**src/rtl/rdyq_pkg.sv**
```systemverilog
package rdyq_pkg;
  typedef enum logic [1:0] {
    MT_RSV0 = 2'b00,
    MT_DEV  = 2'b01,
    MT_FN   = 2'b10,
    MT_RSV3 = 2'b11
  } msg_kind_e;

  localparam int CLR_RECEIVED = 0;
  localparam int CLR_OVERFLOW = 1;
  localparam int CLR_PRESENT  = 2;

  function automatic logic kind_is_known(input logic [1:0] t);
    return (t == MT_DEV) || (t == MT_FN);
  endfunction
endpackage

```
**src/rtl/rdyq_classify.sv**
```systemverilog
module rdyq_classify
  import rdyq_pkg::*;
#(
  parameter int ID_W = 16,
  parameter int RSN_W = 4,
  parameter logic [RSN_W-1:0] DEV_REASON = '1
) (
  input  logic                   msg_valid,
  input  logic [1:0]             msg_type,
  input  logic [ID_W-1:0]        msg_rid,
  input  logic [RSN_W-1:0]       msg_reason,
  input  logic [ID_W-1:0]        own_rid,
  input  logic                   sig_en,
  input  logic                   sig_sel,
  output logic                   fn_push,
  output logic                   dev_evt,
  output logic [ID_W+RSN_W-1:0]  push_data
);
  logic known;
  logic is_fn;

  assign known   = msg_valid & kind_is_known(msg_type);
  assign is_fn   = known & (msg_type == MT_FN);
  assign dev_evt = known & (msg_type == MT_DEV);
  assign fn_push = is_fn | (dev_evt & sig_en & sig_sel);

  always_comb begin
    if (is_fn) push_data = {msg_rid, msg_reason};
    else       push_data = {own_rid, DEV_REASON};
  end
endmodule

```
**src/rtl/rdyq_fifo.sv**
```systemverilog
module rdyq_fifo #(
  parameter int DEPTH = 16,
  parameter int W = 20,
  localparam int PTR_W = (DEPTH > 1) ? $clog2(DEPTH) : 1,
  localparam int CNT_W = $clog2(DEPTH + 1)
) (
  input  logic             clk,
  input  logic             rst_n,
  input  logic             push_req,
  input  logic [W-1:0]     push_data,
  input  logic             pop_req,
  output logic [W-1:0]     head_data,
  output logic [CNT_W-1:0] count,
  output logic             empty,
  output logic             full,
  output logic             push_acc,
  output logic             pop_acc,
  output logic             push_drop
);
  logic [W-1:0]     mem [DEPTH];
  logic [PTR_W-1:0] wr_ptr, rd_ptr;

  function automatic logic [PTR_W-1:0] ptr_inc(input logic [PTR_W-1:0] p);
    if (p == PTR_W'(DEPTH - 1)) return '0;
    return p + 1'b1;
  endfunction

  assign empty     = (count == '0);
  assign full      = (count == CNT_W'(DEPTH));
  assign pop_acc   = pop_req & ~empty;
  assign push_acc  = push_req & (~full | pop_acc);
  assign push_drop = push_req & ~push_acc;
  assign head_data = empty ? '0 : mem[rd_ptr];

  always_ff @(posedge clk) begin
    if (push_acc) mem[wr_ptr] <= push_data;
  end

  always_ff @(posedge clk) begin
    if (!rst_n) begin
      wr_ptr <= '0;
      rd_ptr <= '0;
      count  <= '0;
    end else begin
      if (push_acc) wr_ptr <= ptr_inc(wr_ptr);
      if (pop_acc)  rd_ptr <= ptr_inc(rd_ptr);
      case ({push_acc, pop_acc})
        2'b10:   count <= count + 1'b1;
        2'b01:   count <= count - 1'b1;
        default: count <= count;
      endcase
    end
  end
endmodule

```
**src/rtl/rdyq_status.sv**
```systemverilog
module rdyq_status
  import rdyq_pkg::*;
(
  input  logic       clk,
  input  logic       rst_n,
  input  logic       dev_evt,
  input  logic       drop_evt,
  input  logic [2:0] clr_w1c,
  output logic       received,
  output logic       present,
  output logic       overflow
);
  function automatic logic flag_next(input logic cur, input logic set, input logic clr);
    return set | (cur & ~clr);
  endfunction

  always_ff @(posedge clk) begin
    if (!rst_n) begin
      received <= 1'b0;
      present  <= 1'b0;
      overflow <= 1'b0;
    end else begin
      received <= flag_next(received, dev_evt,  clr_w1c[CLR_RECEIVED]);
      present  <= flag_next(present,  dev_evt,  clr_w1c[CLR_PRESENT]);
      overflow <= flag_next(overflow, drop_evt, clr_w1c[CLR_OVERFLOW]);
    end
  end
endmodule

```
**src/rtl/rdy_notif_queue.sv**
```systemverilog
module rdy_notif_queue #(
  parameter int DEPTH = 16,
  parameter int ID_W = 16,
  parameter int RSN_W = 4,
  parameter logic [RSN_W-1:0] DEV_REASON = '1,
  localparam int CNT_W = $clog2(DEPTH + 1)
) (
  input  logic             clk,
  input  logic             rst_n,
  input  logic             msg_valid,
  input  logic [1:0]       msg_type,
  input  logic [ID_W-1:0]  msg_rid,
  input  logic [RSN_W-1:0] msg_reason,
  input  logic             pop,
  input  logic [2:0]       clr_w1c,
  input  logic             irq_en,
  input  logic             drs_sig_en,
  input  logic             drs_sig_sel,
  input  logic [ID_W-1:0]  own_rid,
  output logic             head_valid,
  output logic [ID_W-1:0]  head_rid,
  output logic [RSN_W-1:0] head_reason,
  output logic [CNT_W-1:0] q_count,
  output logic             st_received,
  output logic             st_present,
  output logic             st_overflow,
  output logic             irq
);
  localparam int ENT_W = ID_W + RSN_W;

  logic             fn_push;
  logic             dev_evt;
  logic [ENT_W-1:0] push_data;
  logic [ENT_W-1:0] head_data;
  logic             fifo_empty, fifo_full;
  logic             push_acc, pop_acc, push_drop;

  rdyq_classify #(.ID_W(ID_W), .RSN_W(RSN_W), .DEV_REASON(DEV_REASON)) cls_i (
    .msg_valid (msg_valid),
    .msg_type  (msg_type),
    .msg_rid   (msg_rid),
    .msg_reason(msg_reason),
    .own_rid   (own_rid),
    .sig_en    (drs_sig_en),
    .sig_sel   (drs_sig_sel),
    .fn_push   (fn_push),
    .dev_evt   (dev_evt),
    .push_data (push_data)
  );

  rdyq_fifo #(.DEPTH(DEPTH), .W(ENT_W)) fifo_i (
    .clk       (clk),
    .rst_n     (rst_n),
    .push_req  (fn_push),
    .push_data (push_data),
    .pop_req   (pop),
    .head_data (head_data),
    .count     (q_count),
    .empty     (fifo_empty),
    .full      (fifo_full),
    .push_acc  (push_acc),
    .pop_acc   (pop_acc),
    .push_drop (push_drop)
  );

  rdyq_status stat_i (
    .clk     (clk),
    .rst_n   (rst_n),
    .dev_evt (dev_evt),
    .drop_evt(push_drop),
    .clr_w1c (clr_w1c),
    .received(st_received),
    .present (st_present),
    .overflow(st_overflow)
  );

  assign head_valid  = ~fifo_empty;
  assign head_rid    = head_data[ENT_W-1:RSN_W];
  assign head_reason = head_data[RSN_W-1:0];
  assign irq = irq_en & (~fifo_empty | (st_received & drs_sig_en & ~drs_sig_sel));
endmodule

```
**config.mk**
```make
export PLATFORM = sky130hd
export DESIGN_NAME = rdy_notif_queue
export DESIGN_NICKNAME = d
export VERILOG_FILES = /design/src/rtl/rdyq_pkg.sv /design/src/rtl/rdyq_classify.sv /design/src/rtl/rdyq_fifo.sv /design/src/rtl/rdyq_status.sv /design/src/rtl/rdy_notif_queue.sv
export SDC_FILE = /design/constraint.sdc
export NUM_CORES = 1
export LEC_CHECK = 0
export ABC_AREA = 1
export CORE_ASPECT_RATIO = 0.9
export CORE_MARGIN = 1.5
export CORE_UTILIZATION = 60
export DETAILED_ROUTE_END_ITERATION = 8
export PLACE_DENSITY = 0.85
export SYNTH_ARGS = -nofsm -noshare
export SYNTH_HDL_FRONTEND = slang
export SYNTH_SLANG_ARGS = --single-unit
export TNS_END_PERCENT = 5
```
**constraint.sdc**
```tcl
create_clock -name clk -period 4.3 [get_ports clk]
set_input_delay 0.86 -clock clk [delete_from_list [all_inputs] [get_ports clk]]
set_output_delay 0.86 -clock clk [all_outputs]
set_load 0.03 [all_outputs]
```
-- Word-level counts from Yosys, hierarchy flattened
Memory sizes are Yosys's and may differ from the RTL's. A register that Yosys moved wholly into a read port is not among the register bits.
Index checks and enable logic that the tools add are counted.
- flip-flop bits (word level): 16
- RAM bits: 320
- output and inout bits: 30
- input port bits: 48
- memories kept: 1
- word-level logic and storage cells: 65
- equal/unequal tests: 7
- reduce and logical (&&, ||, !) cells: 3
- add/subtract/negate cells: 4
- bitwise logic cells: 27
- multiplexer cells: 17
- memory list (memory ; depth ; width ; read ports ; clocked after memory_dff ; write ports ; RTL line ; text):
    fifo_i.mem ; 16 ; 20 ; 1 ; 1 ; 1 ; rdyq_fifo.sv:20 ; logic [W-1:0] mem [DEPTH];
- operator list (kind ; number):
    $mux 20 ; 2
    $mux 4 ; 6
    $and 1x1->1 ; 14
    $pmux 5 s2 ; 1
    $add 4x1->4 const B ; 2
    $eq 4x4->1 const B ; 2
    $mux 1 ; 8
    $not 1->1 ; 7
    $or 1x1->1 ; 6
    $add 5x1->5 const B ; 1
    $eq 5x5->1 const B ; 1
    $logic_not 5->1 ; 1
    $sub 5x1->5 const B ; 1
    $eq 2x1->1 const B ; 2
    $eq 2x2->1 const B ; 2
    $reduce_bool 2->1 ; 1
    $logic_or 1x1->1 ; 1

-- Depth between registers and ports, before layout
- word-level depth: 11
- gate-level depth with buffers: 16

-- Modules after synthesis
From an unflattened synthesis, not the netlist that was laid out.
- cells, all modules: 1278
- area, all modules: 14223.6 µm²
- modules (own cells, without submodules) (module ; seq. area each (µm²) ; instances ; cells an instance ; area an instance (µm²)):
    rdyq_fifo ; 9949.5 ; 1 ; 1191 ; 13787.0
    rdyq_classify ; 0.0 ; 1 ; 67 ; 297.8
    rdyq_status ; 60.1 ; 1 ; 15 ; 108.9
    rdy_notif_queue ; 0.0 ; 1 ; 5 ; 30.0

-- Worst setup path after synthesis
Ideal clock, no wire load.
- kind: input port to flip-flop
- start point: input msg_type[0]
- end point: memory fifo_i.mem[0][0], enable pin
- buffers on the path: 0
- required time: 3.903 ns
- data arrival time: 2.680 ns
- slack: 1.224 ns
- stages: 9
- cells stage by stage: inv_1 ha_1 nor2_1 nand2_1 nand2_1 nand2_1 inv_1 nand2_1 nor2_1
- word-level cells in the longest chain between the ends: 10
- elaborated cells between the ends (all ways): 12
- ends and longest elaborated chain (item ; RTL line ; text):
    from (decl) ; rdy_notif_queue.sv:11 ; input logic [1:0] msg_type,
    $eq 2x1->1 / $eq 2x2->1 (equally long branches) ; rdyq_pkg.sv:14, rdyq_classify.sv:24, rdyq_classify.sv:23 ;
    $logic_or 1x1->1 ; rdyq_pkg.sv:14 ; return (t == MT_DEV) || (t == MT_FN);
    $and 1x1->1 ; rdyq_classify.sv:22 ; assign known = msg_valid & kind_is_known(msg_type);
    $and 1x1->1 ; rdyq_classify.sv:24 ; assign dev_evt = known & (msg_type == MT_DEV);
    $and 1x1->1 (2 in series) ; rdyq_classify.sv:25 ; assign fn_push = is_fn | (dev_evt & sig_en & sig_sel);
    $or 1x1->1 * ; rdyq_classify.sv:25 ;
    $and 1x1->1 * ; rdyq_fifo.sv:31 ; assign push_acc = push_req & (~full | pop_acc);
    $mux 1 * ; rdyq_fifo.sv:36 ; if (push_acc) mem[wr_ptr] <= push_data;
    $mux 1 (not written as such) * ; rdyq_fifo.sv:36 ;
    to (decl) ; rdyq_fifo.sv:20 ;
Mark *: on every way between the ends. The rest lies on a longest branch, timed or not.

==> flow_metrics.env <==
export IMPL_drv_cap=0
export IMPL_critical_path_class="flop to primary output"
export IMPL_port_buffers=77
export IMPL_combPwrFrac_pct=33.3
export IMPL_synthCells=1184
export IMPL_place_gp_congestion=0.866
export IMPL_insertedDiodeCount=0
export IMPL_grt_overflow=0
export IMPL_cts_made_buffers=34
export IMPL_first_iter_violations=1497
export IMPL_die_w_um=164
export IMPL_ir_drop_uv=623
export IMPL_syn_to_final_growth_pct=14.9
export IMPL_fp_row_count=52
export IMPL_cp_end_kind="primary output"
export IMPL_crit_path_max_fanout=54
export IMPL_cts_hold_buffers_added=0
export IMPL_internal_power_w=0.00640
export IMPL_finalCritPeriodShare_pct=87.9
export IMPL_power_density_mw_per_mm2=611
export IMPL_n_fill_cell=1468
export IMPL_routed_via_count=9754
export IMPL_grt_total_usage_pct=29.8
export IMPL_relSlewSlack_pct=14.0
export IMPL_tightest_slew_ns=1.29
export IMPL_synth_nets=1243
export IMPL_p_leak_nw=5.67
export IMPL_tns_ns=0
export IMPL_wirelength_um=35200
export IMPL_slowest_delay_ns=0.63
export IMPL_coreArea_mm2=0.0227
export IMPL_grt_pass1_vias=9092
export IMPL_ys_flop_type="edfxtp_1"
export IMPL_cts_setup_buffers=0
export IMPL_dp_hpwl_um=21100
export IMPL_cts_tree="done"
export IMPL_drive_gt1_share_pct=9.70
export IMPL_routed_via_density=6.19
export IMPL_cts_root_buf="clkbuf_16"
export IMPL_dr_pass1_iters=5
export IMPL_final_common_cell="edfxtp_1"
export IMPL_fmax_mhz=265
export IMPL_pin_count=78
export IMPL_drv_slew=0
export IMPL_worst_ep_arrival_time_ns=2.92
export IMPL_rsz0062_at_grt="no"
export IMPL_skew_ns=0.0167
export IMPL_startpoint_type="flop"
export IMPL_cts_buffer_depth=3
export IMPL_path_buf_inv=3
export IMPL_critPathSlowestCell="inv_2"
export IMPL_pwr_share_seq_pct=38.3
export IMPL_clk_latency_ns=0.52
export IMPL_clkTransAtPathRegs_ns=0.06
export IMPL_fp_dieArea_mm2=0.0243
export IMPL_htree_num_levels=2
export IMPL_ys_warn_count=0
export IMPL_avgSynthCellArea_um2=11.9
export IMPL_drc=0
export IMPL_holdWs_ns=0.478
export IMPL_cts_sinks=340
export IMPL_cp_cell_sequence="inv_2 -> buf_12 -> o21ai_0 -> o211ai_1 -> nand3_1 -> a21oi_1 -> buf_4"
export IMPL_ys_types=33
export IMPL_wl_per_cell_um=22.3
export IMPL_ant_nets=0
export IMPL_mostFrequentLayoutCells="320 x edfxtp_1, 216 x nand2_1, 173 x nor2_1"
export IMPL_die_h_um=148
export IMPL_ctsResizeCount=0
export IMPL_setup_viol=0
export IMPL_synthArstFlopShare_pct=0
export IMPL_synth_edf_count=320
export IMPL_seq_area_frac_synth_pct=71.2
export IMPL_pwr_share_clk_pct=28.4
export IMPL_p_switching_w=0.00347
export IMPL_post_route_min_period_ns=3.78
export IMPL_hold_viol=0
export IMPL_grt_max_degree=63
export IMPL_synth_seq_cells=340
export IMPL_syn_area_mm2=0.0141
export IMPL_antenna_found_initial=1
export IMPL_grt_pass1_wl_um=53300
export IMPL_status="complete, no violations"
export IMPL_worst_path_dominant_cell_family="buffers and inverters"
export IMPL_hp_class="flop to flop"
export IMPL_switching_share_pct=35.2
export IMPL_nets=1315
export IMPL_crit_required_ns=3.44
export IMPL_start_util_pct=61.9
-- final cells by class --
class                           instances  area, um^2  share of cell area, %
Sequential cell                       340       10000                   62.0
Multi-Input combinational cell        744        3540                   21.9
Timing Repair Buffer                  105        1040                   6.46
Clock buffer                           52        1020                   6.33
Tap cell                              297         372                   2.30
Inverter                               31         121                  0.751
Clock inverter                          7        33.8                  0.209
-- worst min-delay path, cell delays in order (launching register included) --
cell	delay [ns]
dfxtp_1	0.32
nand2_1	0.06
a21oi_1	0.05
-- sequential cells by signal, indices dropped and copies added, names as in the netlist, named ones only --
signal / cells
fifo_i.wr_ptr: 4
fifo_i.count: 5
stat_i.present: 1
stat_i.received: 1
fifo_i.mem: 320
fifo_i.rd_ptr: 4
stat_i.overflow: 1
-- path summary, 6_finish.rpt --
check             slack [ns]                            to                          from  depth (start not counted)
setup reg to reg        1.86  fifo_i.count[4]$_SDFFE_PN0P_  fifo_i.count[0]$_SDFFE_PN0P_                         15
hold reg to reg         0.48     stat_i.present$_SDFF_PN0_     stat_i.present$_SDFF_PN0_                          2
hold / removal          0.48     stat_i.present$_SDFF_PN0_     stat_i.present$_SDFF_PN0_                          2
setup / recovery        0.52                   head_rid[2]                          flop                          7
-- metal layers --
| metal | global-route usage (%) | routed length [um] |
|---|---|---|
| met4 | 8.68 | 629 |
| met2 | 45.0 | 16300 |
| met1 | 43.5 | 13400 |
| met5 | 0 | 0 |
| met3 | 7.47 | 4820 |
-- cells in the mapped netlist (2+ instances only) --
cell type  instances  area, um^2
a21oi_1           73         365
dfxtp_1           20         400
nor2_1           188         706
buf_1              2        7.51
edfxtp_1         320        9610
inv_2              3        11.3
ha_1              10         125
o21ai_0          108         541
inv_1             26        97.6
or2_2              5        31.3
o211ai_1          40         300
nand3_1           69         345
buf_8              4        60.1
nand2_1          216         811
nand2_4            2        22.5
buf_6              6        67.6
nand4_1            2        12.5
nor3_1             2        10.0
buf_2             21         105
xor2_1             2        17.5
o31ai_1           20         150
buf_4              6        45.0
clkbuf_1          29         109
-- power groups by stage --
stage | registers, W | clock network (W) | logic, W
finish | 0.00378 | 0.00280 | 0.00329
detailed placement | 0.00385 | 0 | 0.00321
global route | 0.00379 | 0.00295 | 0.00350
floorplan | 0.00383 | 0 | 0.00212
CTS | 0.00378 | 0.00280 | 0.00324
global placement | 0.00384 | 0 | 0.00312
-- stage by stage --
step                      utilization [%]  setup slack (ns)  power (W)  std cells  area [um^2]
after floorplan                         -              1.22    0.00595       1184        14100
after global placement               66.5             0.855    0.00696       1517        15100
after global routing                 71.1             0.382     0.0102       1576        16200
final                                71.1             0.522    0.00987       1576        16200
after CTS                            71.1             0.574    0.00982       1576        16200
after detailed placement             66.5             0.756    0.00705       1517        15100
-- logic make-up (layout without fill, tap and decap cells) --
kind of cell               Yosys count  in the layout  synth area share (%)
adders and majority gates           11             11                  1.03
buffers and inverters              100            195                  3.81
and+or+nand+nor                    486            486                  13.9
DFF                                340            340                  71.2
AOI/OAI and AO/OA                  244            244                  9.83
xor gates and xnor gates             3              3                 0.187
No activity file was read; power rests on OpenSTA's default activity.
